[src/rtl/root_err_pkg.sv]
package root_err_pkg;

    typedef enum logic [1:0] {
        SEV_COR      = 2'd0,
        SEV_NONFATAL = 2'd1,
        SEV_FATAL    = 2'd2,
        SEV_NONE     = 2'd3
    } sev_e;

    // status bit positions (software decodes these)
    localparam int ST_COR_RCV      = 0;
    localparam int ST_MULTI_COR    = 1;
    localparam int ST_UNC_RCV      = 2;
    localparam int ST_MULTI_UNC    = 3;
    localparam int ST_FIRST_FATAL  = 4;
    localparam int ST_NONFATAL_RCV = 5;
    localparam int ST_FATAL_RCV    = 6;
    localparam int ST_W            = 7;

    // command bit positions
    localparam int CMD_COR      = 0;
    localparam int CMD_NONFATAL = 1;
    localparam int CMD_FATAL    = 2;
    localparam int CMD_W        = 3;

    typedef struct packed {
        logic is_cor;
        logic is_unc;
        logic is_fatal;
    } msg_class_t;

endpackage

[src/rtl/root_err_decode.sv]
module root_err_decode
    import root_err_pkg::*;
(
    input  logic       valid,
    input  logic [1:0] sev,
    output msg_class_t cls
);
    sev_e sev_v;

    always_comb begin
        sev_v        = sev_e'(sev);
        cls          = '0;
        if (valid) begin
            unique case (sev_v)
                SEV_COR: begin
                    cls.is_cor = 1'b1;
                end
                SEV_NONFATAL: begin
                    cls.is_unc = 1'b1;
                end
                SEV_FATAL: begin
                    cls.is_unc   = 1'b1;
                    cls.is_fatal = 1'b1;
                end
                default: begin
                    cls = '0;
                end
            endcase
        end
    end
endmodule

[src/rtl/root_err_status.sv]
module root_err_status
    import root_err_pkg::*;
#(
    parameter int SRC_W = 16
) (
    input  logic              clk,
    input  logic              rst_n,
    input  msg_class_t        cls,
    input  logic [SRC_W-1:0]  src,
    input  logic [ST_W-1:0]   clr_mask,
    output logic [ST_W-1:0]   bits_q,
    output logic [CMD_W-1:0]  rcv_d,
    output logic [SRC_W-1:0]  src_cor_q,
    output logic [SRC_W-1:0]  src_unc_q
);
    typedef struct packed {
        logic [ST_W-1:0]  bits;
        logic [SRC_W-1:0] scor;
        logic [SRC_W-1:0] sunc;
    } st_t;

    st_t st_d, st_q;

    always_comb begin
        st_d      = st_q;
        // write-1-to-clear is applied before any arriving message
        st_d.bits = st_q.bits & ~clr_mask;

        if (cls.is_cor) begin
            if (st_d.bits[ST_COR_RCV]) begin
                st_d.bits[ST_MULTI_COR] = 1'b1;
            end else begin
                st_d.scor = src;
            end
            st_d.bits[ST_COR_RCV] = 1'b1;
        end

        if (cls.is_unc) begin
            if (st_d.bits[ST_UNC_RCV]) begin
                st_d.bits[ST_MULTI_UNC] = 1'b1;
            end else begin
                st_d.sunc = src;
                if (cls.is_fatal) begin
                    st_d.bits[ST_FIRST_FATAL] = 1'b1;
                end
            end
            st_d.bits[ST_UNC_RCV] = 1'b1;
            if (cls.is_fatal) begin
                st_d.bits[ST_FATAL_RCV] = 1'b1;
            end else begin
                st_d.bits[ST_NONFATAL_RCV] = 1'b1;
            end
        end

        rcv_d            = '0;
        rcv_d[CMD_COR]      = st_d.bits[ST_COR_RCV];
        rcv_d[CMD_NONFATAL] = st_d.bits[ST_NONFATAL_RCV];
        rcv_d[CMD_FATAL]    = st_d.bits[ST_FATAL_RCV];
    end

    always_ff @(posedge clk or negedge rst_n) begin
        if (!rst_n) begin
            st_q <= '0;
        end else begin
            st_q <= st_d;
        end
    end

    assign bits_q    = st_q.bits;
    assign src_cor_q = st_q.scor;
    assign src_unc_q = st_q.sunc;
endmodule

[src/rtl/root_err_irq.sv]
module root_err_irq
    import root_err_pkg::*;
#(
    parameter int NUM_W = 5
) (
    input  logic              clk,
    input  logic              rst_n,
    input  logic              mode_msg,
    input  logic              cmd_we,
    input  logic [CMD_W-1:0]  cmd_wdata,
    input  logic [CMD_W-1:0]  rcv_d,
    input  logic [NUM_W-1:0]  num_in,
    output logic [CMD_W-1:0]  cmd_q,
    output logic [NUM_W-1:0]  num_q,
    output logic              level_q,
    output logic              pulse_q,
    output logic [NUM_W-1:0]  pulse_num_q
);
    typedef struct packed {
        logic [CMD_W-1:0] cmd;
        logic [NUM_W-1:0] num;
        logic             cond;
        logic             level;
        logic             pv;
        logic [NUM_W-1:0] pn;
    } irq_t;

    irq_t ir_d, ir_q;

    always_comb begin
        ir_d       = ir_q;
        ir_d.num   = num_in;
        if (cmd_we) begin
            ir_d.cmd = cmd_wdata;
        end
        // one detector covers both message arrival and command writes
        ir_d.cond  = |(rcv_d & ir_d.cmd);
        ir_d.level = !mode_msg && ir_d.cond;
        ir_d.pv    = mode_msg && ir_d.cond && !ir_q.cond;
        ir_d.pn    = ir_d.pv ? ir_q.num : ir_q.pn;
    end

    always_ff @(posedge clk or negedge rst_n) begin
        if (!rst_n) begin
            ir_q <= '0;
        end else begin
            ir_q <= ir_d;
        end
    end

    assign cmd_q       = ir_q.cmd;
    assign num_q       = ir_q.num;
    assign level_q     = ir_q.level;
    assign pulse_q     = ir_q.pv;
    assign pulse_num_q = ir_q.pn;
endmodule

[src/rtl/root_err_collector.sv]
module root_err_collector
    import root_err_pkg::*;
#(
    parameter int SRC_W  = 16,
    parameter int NUM_W  = 5,
    parameter int DATA_W = 32
) (
    input  logic              clk,
    input  logic              rst_n,
    input  logic              irq_mode_msg,
    input  logic              msg_valid,
    input  logic [1:0]        msg_sev,
    input  logic [SRC_W-1:0]  msg_src,
    input  logic [NUM_W-1:0]  irq_num_in,
    input  logic              wr_en,
    input  logic              wr_sel,
    input  logic [ST_W-1:0]   wr_data,
    output logic [DATA_W-1:0] status_o,
    output logic [CMD_W-1:0]  cmd_o,
    output logic [SRC_W-1:0]  src_cor_o,
    output logic [SRC_W-1:0]  src_unc_o,
    output logic              irq_level_o,
    output logic              irq_msg_valid_o,
    output logic [NUM_W-1:0]  irq_msg_num_o
);
    localparam int PAD_W = DATA_W - NUM_W - ST_W;

    msg_class_t       cls;
    logic [ST_W-1:0]  clr_mask;
    logic [ST_W-1:0]  bits_q;
    logic [CMD_W-1:0] rcv_d;
    logic [NUM_W-1:0] num_q;
    logic             cmd_we;

    assign clr_mask = (wr_en && wr_sel) ? wr_data : '0;
    assign cmd_we   = wr_en && !wr_sel;

    root_err_decode u_decode (
        .valid (msg_valid),
        .sev   (msg_sev),
        .cls   (cls)
    );

    root_err_status #(.SRC_W(SRC_W)) u_status (
        .clk       (clk),
        .rst_n     (rst_n),
        .cls       (cls),
        .src       (msg_src),
        .clr_mask  (clr_mask),
        .bits_q    (bits_q),
        .rcv_d     (rcv_d),
        .src_cor_q (src_cor_o),
        .src_unc_q (src_unc_o)
    );

    root_err_irq #(.NUM_W(NUM_W)) u_irq (
        .clk         (clk),
        .rst_n       (rst_n),
        .mode_msg    (irq_mode_msg),
        .cmd_we      (cmd_we),
        .cmd_wdata   (wr_data[CMD_W-1:0]),
        .rcv_d       (rcv_d),
        .num_in      (irq_num_in),
        .cmd_q       (cmd_o),
        .num_q       (num_q),
        .level_q     (irq_level_o),
        .pulse_q     (irq_msg_valid_o),
        .pulse_num_q (irq_msg_num_o)
    );

    assign status_o = {num_q, {PAD_W{1'b0}}, bits_q};
endmodule

[config.mk]
export PLATFORM = sky130hd
export DESIGN_NAME = root_err_collector
export DESIGN_NICKNAME = d
export VERILOG_FILES = /design/src/rtl/root_err_pkg.sv /design/src/rtl/root_err_decode.sv /design/src/rtl/root_err_status.sv /design/src/rtl/root_err_irq.sv /design/src/rtl/root_err_collector.sv
export SDC_FILE = /design/constraint.sdc
export NUM_CORES = 1
export LEC_CHECK = 0
export CORE_MARGIN = 3
export CORE_UTILIZATION = 60
export DETAILED_ROUTE_END_ITERATION = 6
export DONT_BUFFER_PORTS = 1
export HOLD_SLACK_MARGIN = 0.12
export PLACE_DENSITY = 0.76
export SYNTH_ARGS = -nofsm -noshare
export SYNTH_HDL_FRONTEND = slang
export SYNTH_HIERARCHICAL = 1
export SYNTH_SLANG_ARGS = --single-unit
[constraint.sdc]
create_clock -name clk -period 2.3 [get_ports clk]
set_input_delay 0.69 -clock clk [delete_from_list [all_inputs] [get_ports clk]]
set_output_delay 0.69 -clock clk [all_outputs]
set_load 0.005 [all_outputs]
---- Yosys cells after proc, flatten, opt, wreduce, memory -nomap -nowiden ----
Index checks and enable logic that the tools add are counted.
operators by class
  eq/ne operators ......................... 2
  muxes and demuxes ....................... 15
  bitwise gates (word level) .............. 5
  reductions and logical operators ........ 13
operators with widths
  kind                  number
  $mux W18              1
  $mux W16              1
  $mux W1               9
  $and A7 B7 Y7         1
  $mux W7               1
  $not A7 Y7            1
  $mux W3               2
  $logic_and A1 B1 Y1   5
  $mux W5               1
  $reduce_and A2 Y1     2
  $and A3 B3 Y3         1
  $logic_not A1 Y1      3
  $reduce_or A3 Y1      1
  $eq A2 B1 Y1 const B  1
  $eq A2 B2 Y1 const B  1
  $logic_not A2 Y1      1
  $not A1 Y1            2
  $reduce_or A2 Y1      1
storage, ports and cells
  register bits ........................... 55
  input port bits ......................... 36
  output and inout bits ................... 74
  word-level logic and storage cells ...... 44

---- Depth between registers and ports, before layout ----
  depth in word-level cells ............... 11
  depth in mapped cells ................... 9
  depth with buffers taken out ............ 8

---- Cells and area by module ----
Netlist, hierarchy kept.
by module, submodules not included
  module              times used  cells each  area an instance (um2)  seq. area each (um2)
  root_err_status     1           96          1,577.8                 975.9
  root_err_irq        1           44          648.1                   400.4
  root_err_collector  1           29          203.9                   0.0
  root_err_decode     1           7           51.3                    0.0

---- Least setup slack after synthesis ----
No wires, ideal clock.
  path kind ............................... input-to-reg
  start point ............................. input msg_sev[0]
  end point ............................... register u_irq.ir_q, in the netlist u_irq/pulse_num_q[0]
  setup time .............................. 0.125 ns
  data arrival time ....................... 2.381 ns
  data required time ...................... 2.175 ns
  setup slack ............................. -0.206 ns
  stages .................................. 9
  buffers on the path ..................... 1
  path through ............................ inv_1 ha_1 and2_1 inv_1 o22ai_1 buf_4 nand2_1 a311oi_4 mux2_2
RTL lines
  element               RTL line                  text
  start, declared       root_err_collector.sv:12  input logic [1:0] msg_sev,
  end signal, assigned  root_err_irq.sv:47        ir_q <= ir_d;
  end, declared         root_err_irq.sv:28        irq_t ir_d, ir_q;

==> run_results.csv <==
group,metric,value,unit
cells_and_area,multi_input_area,893,um2
die,dieArea,0.00494,mm2
global_route,grt_remaining_overflow,0,
synth,synthCells,176,
cells_and_area,nets,207,
synth,avgSynthCellArea,14.1,um2
worst_setup_path,critical-path-max-stage-delay,0.31,ns
worst_setup_path,crit_path_end_kind,"register",
clocking,cts_buffer_depth,2,
sta,tns,0,ns
clocking,cts_tree,"yes",
worst_setup_path,cpMaxStageDelayCell,"mux2_4",
die,die_height,70.3,um
clocking,cts_resized,0,
synth,yosysSeqAreaShare,0.555,
route,dr.pass1.iters,4,
route,vias_per_cell,5.50,
worst_setup_path,startpoint_type,"input pin",
route,drc,0,
sta,rsz0062_at_grt,"false",
placed_design,place.gp.congestion,0.734,
global_route,grt_pass1_vias,1288,
synth,synthFlopType,"dfrtp_1",
route,routed_wl,4.22,mm
cells_and_area,final-seq-area,0.00138,mm2
cells_and_area,n_fill_cell,299,
worst_setup_path,worstPathRequired,2.48,ns
power_and_ir_drop,cellPowerDensity,953,mW/mm2
worst_setup_path,critical_path_class,"in2reg",
power_and_ir_drop,ir_drop,0.410,mV
sta,fin_crit,2.05,ns
route,antenna_left,0,
synth,synthTopCellsByArea,"dfrtp_1 55%, mux2_4 12%, buf_4 11%",
hold_path,hold_class,"in2async",
global_route,antenna_found_initial,0,
cells_and_area,layout-drive-gt1-share,0.381,
worst_setup_path,r2r_start,"u_status/bits_q[6]",
synth,ys_ff_latch,55,
route,first_iter_violations,44,
worst_setup_path,reg2reg_depth,6,
worst_setup_path,crit_fanout,6,
synth,ys_types,19,
clocking,path_clk_slew,0.09,ns
synth,synth_area,0.00248,mm2
die,die_w,70.3,um
worst_setup_path,worstReg2RegEnd,"u_irq/pulse_num_q[0]",
sta,final-hold-violation-count,0,
sta,fin_skew,0.00732,ns
global_route,grt_usage,0.177,
clocking,ctsHtreeMaxLevel,2,
synth,netlist.area_leader.share,0.555,
cells_and_area,antenna_cells,0,
global_route,grt_start_max_net_pins,56,
worst_setup_path,cp.arrival,2.23,ns
placed_design,hpwl,3.19,mm
route,routedWlPerCell,19.5,um
clocking,clock_sinks,55,
clocking,clockRootBuffer,"clkbuf_8",
sta,drv_slew,0,
cells_and_area,utilization,0.658,
die,core.rowCount,22,
synth,synthArstFlopShare,1.00,
worst_setup_path,crit_chain,"inv_12 > ha_4 > and2_4 > inv_2 > o22ai_2 > nand2_4 > a311oi_4 > buf_4 > mux2_4",
synth,synth_top_cell_by_area,"dfrtp_1",
clocking,cts_made_buffers,5,
sta,finalCritPeriodShare,0.891,
cells_and_area,areaGrowthSynthToFinish,1.41,%
power_and_ir_drop,leakagePower,1.25,nW
clocking,cts_setup_buffers,0,
outcome,outcome,"completed",
worst_setup_path,r2r_slack,0.64,ns
die,core-area,0.00383,mm2
synth,synth-edff-count,0,
die,initial_core_util,0.648,
route,vias,1187,
die,ioPinCount,110,
global_route,grt_first_pass_wirelength,6.88,mm
sta,setup_viol,0,
clocking,worstSkewPairLatency,0.30,ns
placed_design,portBuffers,0,
sta,fmax,488,MHz
run,cap_violations,0,
synth,yosysWarnings,6,
## worst max-delay path: cells and delay by family
kind	cells	cell delay [ns]
AOI/OAI and AO/OA	2	0.50
adders and majority gates	1	0.24
buffers and inverters	3	0.26
muxes	1	0.31
and+or+nand+nor	2	0.22
## cell type report
class	instances	area share
well taps	48	0.0239
flip-flops and latches	55	0.547
repair buffers	5	0.0229
clock inverters	1	0.00298
multi-input cells	92	0.355
inverters	10	0.0209
clock buffers	5	0.0273
## registers in the layout (all words and copies together) (netlist names)
register	count
u_irq/cmd_q	3
u_irq/num_q	5
u_irq/pulse_q	1
u_status/src_cor_q	16
u_status/src_unc_q	16
u_irq/ir_q	1
u_irq/pulse_num_q	5
u_irq/level_q	1
u_status/bits_q	7
## synth_stat cells (all sizes together) (2+ instances only)
library cell / count
and2: 3
nand2: 8
inv: 10
o22ai: 3
dfrtp: 55
nand3: 2
and3: 7
o21ai: 2
nand2b: 2
mux2: 40
ha: 2
buf: 38
## power by group
| group | leakage (nW) | total, W | internal (W) | switching [W] |
|---|---|---|---|---|
| registers | 0.652 | 0.00144 | 0.00122 | 0.000217 |
| logic | 0.565 | 0.000474 | 0.000310 | 0.000165 |
| clock network | 0.0361 | 0.000482 | 0.000203 | 0.000280 |
| total | 1.25 | 0.00240 | 0.00174 | 0.000662 |
## through the flow
step                      total power [W]  std cells  hold WS, ns  setup WS, ns  instance area, um2
final                             0.00240        216        0.249         0.250                2520
after global routing              0.00254        216        0.249         0.183                2520
after CTS                         0.00242        216        0.248         0.251                2520
after detailed placement          0.00192        209        0.396       -0.0718                2410
after global placement            0.00188        209        0.396       -0.0187                2410
after floorplan                   0.00190        195        0.394        -0.101                2620
## worst max-delay path by stage
stage	end	from	slack (ns)
4_1_cts	u_irq/pulse_num_q[0]	msg_sev[0]	0.25
5_1_grt	u_irq/pulse_num_q[0]	msg_sev[0]	0.18
2_1_floorplan	u_irq/pulse_num_q[0]	msg_sev[0]	-0.10
6_report	u_irq/pulse_num_q[0]	msg_sev[0]	0.25
3_3_place_gp	u_irq/pulse_num_q[0]	msg_sev[0]	-0.02
3_5_place_dp	u_irq/pulse_num_q[3]	msg_sev[0]	-0.07
## metal layers
| layer | wire, um | global-route usage | up-vias |
|---|---|---|---|
| met1 | 1530 | 0.214 | 584 |
| li1 | - | - | 510 |
| met3 | 565 | 0.0748 | 9 |
| met2 | 2040 | 0.281 | 84 |
| met4 | 78 | 0.0638 | 0 |
| met5 | 0 | 0 | - |
## placed cells by master, fill, tap and decap left out, drive strengths merged, types with 3 or more instances in the layout
cell type and n:
and2 3, conb 20, clkbuf 5, buf 5
dfrtp 55, nand2 8, o22ai 3, inv 10
and3 7, mux2 40
## cell families (layout without fill, tap and decap cells)
| family | Yosys count | in the layout | share of synthesized area |
|---|---|---|---|
| adder cells (fa/ha/maj) | 2 | 2 | 0.0101 |
| multiplexers | 40 | 40 | 0.212 |
| buffers and inverters | 48 | 21 | 0.133 |
| AND/OR/NAND/NOR | 23 | 23 | 0.0640 |
| AO/OA/AOI/OAI | 7 | 7 | 0.0247 |
| other | 1 | 20 | 0.00151 |
| flip-flops | 55 | 55 | 0.555 |
## what timing repair did
item,4_1_cts,5_1_grt
setup endpoints to repair,0,0
hold endpoints to repair,55,0
hold buffers,1,0
Power figures use the tool's default switching activity.
